## config.mk

```make
export PLATFORM = sky130hd
export DESIGN_NAME = spike_pkt_packetizer
export DESIGN_NICKNAME = d
export VERILOG_FILES = /design/src/rtl/spike_pkt_pkg.sv /design/src/rtl/spike_pkt_ctrl.sv /design/src/rtl/spike_pkt_datapath.sv /design/src/rtl/spike_pkt_packetizer.sv
export SDC_FILE = /design/constraint.sdc
export NUM_CORES = 2
export LEC_CHECK = 0
export ABC_CLOCK_PERIOD_IN_PS = 3600
export CORE_ASPECT_RATIO = 0.7
export CORE_MARGIN = 4
export CORE_UTILIZATION = 30
export DETAILED_ROUTE_END_ITERATION = 10
export SLEW_MARGIN = 20
export SYNTH_ARGS = -nofsm -noshare
export SYNTH_HDL_FRONTEND = slang
export SYNTH_SLANG_ARGS = --single-unit
```

## constraint.sdc

```tcl
create_clock -name clk -period 3.6 [get_ports clk]
set_input_delay 0.72 -clock clk [delete_from_list [all_inputs] [get_ports clk]]
set_output_delay 0.72 -clock clk [all_outputs]
set_load 0.02 [all_outputs]
```

## src/rtl/spike_pkt_pkg.sv

```systemverilog
package spike_pkt_pkg;
  localparam int SEQ_W = 4;

  typedef struct packed {
    logic             load;
    logic             advance;
    logic [SEQ_W-1:0] seq;
  } pktStrobe_t;
endpackage

```

## src/rtl/spike_pkt_ctrl.sv

```systemverilog
module spike_pkt_ctrl
  import spike_pkt_pkg::*;
#(
  parameter int RATE_W    = 16,
  parameter int NUM_TAILS = 9,
  parameter int OVF_W     = 8,
  parameter logic [RATE_W-1:0] LFSR_TAPS = 16'hB400,
  parameter logic [RATE_W-1:0] LFSR_SEED = 16'hACE1
) (
  input  logic              clk,
  input  logic              rstN,
  input  logic              stepPulse,
  input  logic [RATE_W-1:0] rateIn,
  input  logic              flitReady,
  output logic              flitValid,
  output logic [OVF_W-1:0]  overflowCount,
  output pktStrobe_t        strobe
);
  localparam logic [SEQ_W-1:0] LAST_SEQ = SEQ_W'(NUM_TAILS);

  logic [RATE_W-1:0] lfsr;
  logic [SEQ_W-1:0]  seqCnt;
  logic              busy;
  logic              rateHit;
  logic              fire;
  logic              xfer;

  always_comb begin
    rateHit        = (rateIn == '1) || (lfsr < rateIn);
    fire           = stepPulse && rateHit;
    xfer           = busy && flitReady;
    strobe.load    = fire && !busy;
    strobe.advance = xfer;
    strobe.seq     = seqCnt;
  end

  always_ff @(posedge clk) begin
    if (!rstN) begin
      lfsr <= LFSR_SEED;
    end else if (stepPulse) begin
      lfsr <= {1'b0, lfsr[RATE_W-1:1]} ^ (lfsr[0] ? LFSR_TAPS : '0);
    end
  end

  always_ff @(posedge clk) begin
    if (!rstN) begin
      busy   <= 1'b0;
      seqCnt <= '0;
    end else if (strobe.load) begin
      busy   <= 1'b1;
      seqCnt <= '0;
    end else if (xfer) begin
      if (seqCnt == LAST_SEQ) begin
        busy   <= 1'b0;
        seqCnt <= '0;
      end else begin
        seqCnt <= seqCnt + 1'b1;
      end
    end
  end

  always_ff @(posedge clk) begin
    if (!rstN) begin
      overflowCount <= '0;
    end else if (fire && busy && (overflowCount != '1)) begin
      overflowCount <= overflowCount + 1'b1;
    end
  end

  assign flitValid = busy;
endmodule

```

## src/rtl/spike_pkt_datapath.sv

```systemverilog
module spike_pkt_datapath
  import spike_pkt_pkg::*;
#(
  parameter int FLIT_W    = 64,
  parameter int DEST_W    = 7,
  parameter int PAYLOAD_W = 512,
  parameter int NUM_TAILS = 9
) (
  input  logic                 clk,
  input  logic                 rstN,
  input  pktStrobe_t           strobe,
  input  logic [DEST_W-1:0]    destAddr,
  input  logic [PAYLOAD_W-1:0] eventPayload,
  output logic [FLIT_W-1:0]    flitData
);
  localparam int HDR_BITS  = FLIT_W - DEST_W - SEQ_W;
  localparam int TAIL_BITS = FLIT_W - SEQ_W;
  localparam int CAP_BITS  = HDR_BITS + NUM_TAILS * TAIL_BITS;
  localparam int PAD_BITS  = CAP_BITS - PAYLOAD_W;

  logic [CAP_BITS-1:0] bitQueue;
  logic [DEST_W-1:0]   destReg;
  logic                atHeader;

  assign atHeader = (strobe.seq == '0);

  always_ff @(posedge clk) begin
    if (!rstN) begin
      bitQueue <= '0;
      destReg  <= '0;
    end else if (strobe.load) begin
      bitQueue <= {eventPayload, {PAD_BITS{1'b0}}};
      destReg  <= destAddr;
    end else if (strobe.advance) begin
      if (atHeader) bitQueue <= bitQueue << HDR_BITS;
      else          bitQueue <= bitQueue << TAIL_BITS;
    end
  end

  always_comb begin
    if (atHeader)
      flitData = {destReg, bitQueue[CAP_BITS-1 -: HDR_BITS], {SEQ_W{1'b0}}};
    else
      flitData = {bitQueue[CAP_BITS-1 -: TAIL_BITS], strobe.seq};
  end
endmodule

```

## src/rtl/spike_pkt_packetizer.sv

```systemverilog
module spike_pkt_packetizer
  import spike_pkt_pkg::*;
#(
  parameter int FLIT_W    = 64,
  parameter int DEST_W    = 7,
  parameter int PAYLOAD_W = 512,
  parameter int NUM_TAILS = 9,
  parameter int RATE_W    = 16,
  parameter int OVF_W     = 8
) (
  input  logic                 clk,
  input  logic                 rstN,
  input  logic                 stepPulse,
  input  logic [RATE_W-1:0]    rateIn,
  input  logic [DEST_W-1:0]    destAddr,
  input  logic [PAYLOAD_W-1:0] eventPayload,
  output logic [FLIT_W-1:0]    flitData,
  output logic                 flitValid,
  input  logic                 flitReady,
  output logic [OVF_W-1:0]     overflowCount
);
  pktStrobe_t strobe;

  spike_pkt_ctrl #(
    .RATE_W(RATE_W), .NUM_TAILS(NUM_TAILS), .OVF_W(OVF_W)
  ) u_ctrl (
    .clk(clk), .rstN(rstN), .stepPulse(stepPulse), .rateIn(rateIn),
    .flitReady(flitReady), .flitValid(flitValid),
    .overflowCount(overflowCount), .strobe(strobe)
  );

  spike_pkt_datapath #(
    .FLIT_W(FLIT_W), .DEST_W(DEST_W), .PAYLOAD_W(PAYLOAD_W), .NUM_TAILS(NUM_TAILS)
  ) u_dp (
    .clk(clk), .rstN(rstN), .strobe(strobe), .destAddr(destAddr),
    .eventPayload(eventPayload), .flitData(flitData)
  );
endmodule

```

==> reports/results.txt <==
Die ar.: 0.0995 mm2
Setup Buffers After CTS: 0
Post-Syn Instances: 4218
area overhead of the layout relative to synthesis: 34.0%
CP Class: reg2out
routed vias/inst: 5.51
chip width: 375 um
Slew @ Worst Pin: 1130 ps
sequential group share of total power: 0.418
maximum resistive drop on vdd: 0.369 mV
switching power of the nets: 5.55 mW
total global routing track utilization: 0.261
fraction of power spent switching nets: 0.316
largest buffer count on any clock path: 3
Root Driver: clkbuf_16
clock share of power: 0.368
maximum number of pins on one net before global-route repair: 212
Data required, critical path: 2880 ps
net count of the mapped netlist: 4773
Yosys top cell by area: dfxtp_1
global placement routability congestion: 0.913
1st-iter DRT viols: 4872
Slew Viols, Final: 0
sequential fraction of the synthesis area: 0.387
TritonRoute pass-1 iters: 6
Sink Count: 548
part of the total power dissipated in combinational logic: 0.214
instance area at placement: 0.0359 mm2
internal power: 12.0 mW
Worst Clk Skew: 19.6 ps
status: complete, no violations
final core utilization: 0.409
most frequent cells after synthesis: nand2_1 (1631), dfxtp_1 (548), a21oi_1 (523)
mean instance size in the synthesized netlist: 6.71 um2
sort of element at the start of the critical path: flip-flop
final global-route overflow total: 0
detailed placement HPWL: 104 mm
Post-CTS Hold Fix Bufs: 0
maximum fanout along the worst path: 29
maximum clock frequency: 282 MHz
final wirelength: 137 mm
max capacitance violation total: 0
fraction of registers with async set or reset after synthesis: 0
final setup fails: 0
number of failing hold endpoints at the final stage: 0
overall die height: 265 um
worst hold path type: reg2reg
remaining max-slew budget at the tightest pin: 0.248
total core area: 0.0929 mm2
predominant post-synthesis flop cell: dfxtp_1
H-tree depth: 2
number of global-route vias before repair: 29600
time the final worst path needs with I/O delays and setup: 3550 ps
kind of end point of the critical path: primary output
post-synthesis instance area: 0.0283 mm2
cell types occupying the most area after synthesis: dfxtp_1 (39%), nand2_1 (22%), o211ai_1 (12%)
crit share post-route: 0.986
clock tree from TritonCTS: yes
detailed-route via count: 32500
antenna violations before repair: 11
area share of the largest cell type after synthesis: 0.387
wire length of the first global-routing pass: 197 mm
Post-route DRC: 0
TritonCTS Buffers: 58
layout cells sized above 1: 0.0490
initial core utilization: 0.305
Seq cells post-synth: 548
average detailed-routed wire length per instance: 23.3 um
Synth warnings: 0
IO Count: 612
most frequent cell after synthesis: nand2_1
EDFF count, synth: 0
Cell variety after synth: 35
post-route cell area: 0.0380 mm2
# rows: 93
IO Port Bufs: 611
remaining antenna violation count after routing: 0
critical path arrival: 2830 ps
later-pin clock latency in the skew report: 630 ps
RSZ-0062 raised after global routing: yes
Static Leak: 12.3 nW
clock-pin slew on the worst setup and hold paths: 60 ps
Final #Nets: 5159
Power Density: 462 mW/mm2
[through the flow]
stage	instances	worst slack, ps	setup TNS, ps	hold WS, ps	total power, mW
after floorplan	4218	703	0	437	9.15
after global placement	5779	-192	-70790	446	11.1
after detailed placement	5779	-218	-86390	449	11.1
after CTS	5885	11.5	0	457	17.5
after global routing	5887	-31.1	-251	478	18.2
final	5892	51.3	0	455	17.5
[power by group through the flow]
stage	clock network, mW	registers, mW	logic (mW)
detailed placement	0	7.40	3.71
finish	6.44	7.33	3.75
global route	6.75	7.36	4.08
global placement	0	7.41	3.68
CTS	6.50	7.28	3.73
floorplan	0	7.06	2.09
[metal layers]
layer | share of wire | wire length [um] | vias up | global-route usage
li1 | - | - | 15300 | -
met2 | 0.40 | 55100 | 1613 | 0.358
met3 | 0.12 | 16700 | 145 | 0.0729
met5 | 0.00033 | 46 | - | 0
met4 | 0.018 | 2440 | 6 | 0.0509
met1 | 0.46 | 63100 | 15400 | 0.400
[placed cells by master (no fill, tap or decap), types with 2 or more instances in the layout]
master,n
nand2_1,1630
xnor2_1,5
dlymetal6s2s_1,4
clkinv_2,13
inv_1,20
nor3_1,5
a21oi_1,523
nand3_1,517
buf_4,65
or4_1,2
clkbuf_1,7
or3_1,2
mux2i_1,15
o211ai_1,452
clkbuf_16,58
a211oi_1,2
ha_1,16
clkinvlp_4,5
nand2b_1,2
nor2b_1,2
buf_6,4
dfxtp_1,548
buf_12,52
o21ai_0,13
bufinv_16,7
diode_2,7
a311oi_1,7
o21a_1,2
clkbuf_8,12
nand4_1,8
clkdlybuf4s50_1,603
clkinv_4,3
nor2_1,24
dlygate4sd2_1,4
[timing repair]
| action | 4_1_cts | 5_1_grt |
|---|---|---|
| gates resized for setup | 7 | 5 |
| setup endpoints to repair | 18 | 26 |
| pin swaps | 1 | 0 |
[critical path, cell delays in order (launching register included)]
cell and delay [ps]:
dfxtp_1 380, or4_4 790, buf_6 280, nand2_1 100, nand2_1 60, clkdlybuf4s50_1 570
[layout make-up]
class                           instances  area [um2]
Fill cell                            9816       54900
Tap cell                             1235        1550
Antenna cell                            7        17.5
Sequential cell                       548       11000
Clock buffer                           77        1640
Clock inverter                         29         355
Inverter                               21        86.3
Timing Repair Buffer                  732        7690
Multi-Input combinational cell       3243       15600
[sequential cells by signal, indices dropped and copies added (netlist names)]
register	count
u_ctrl.seqCnt	4
u_ctrl.flitValid	1
u_dp.bitQueue	512
u_ctrl.lfsr	16
u_dp.destReg	7
u_ctrl.overflowCount	8
[kinds of logic (layout without fill, tap and decap cells)]
kind of cell / count (synthesis) / in the layout / synth area share
and+or+nand+nor: 2199 / 2199 / 0.317
AOI/OAI and AO/OA: 1007 / 1007 / 0.220
DFF: 548 / 548 / 0.387
buffers and inverters: 427 / 859 / 0.0615
adders and majority gates: 16 / 16 / 0.00707
muxes: 15 / 15 / 0.00530
xor gates and xnor gates: 6 / 6 / 0.00186
other: 0 / 7 / 0
[worst paths after layout]
kind                                                    start  slack [ps]                              end  cells past startpoint
worst max register to register   u_ctrl.lfsr[15]$_SDFFE_PN1P_         720  u_dp.bitQueue[338]$_SDFFE_PN0P_                      9
worst max-delay path            u_ctrl.seqCnt[0]$_SDFFE_PP0P_          50                     flitData[14]                      5
worst min register to register   u_dp.destReg[5]$_SDFFE_PN0P_         450     u_dp.destReg[5]$_SDFFE_PN0P_                      2
worst min-delay path             u_dp.destReg[5]$_SDFFE_PN0P_         450     u_dp.destReg[5]$_SDFFE_PN0P_                      2
Power figures use the tool's default switching activity.
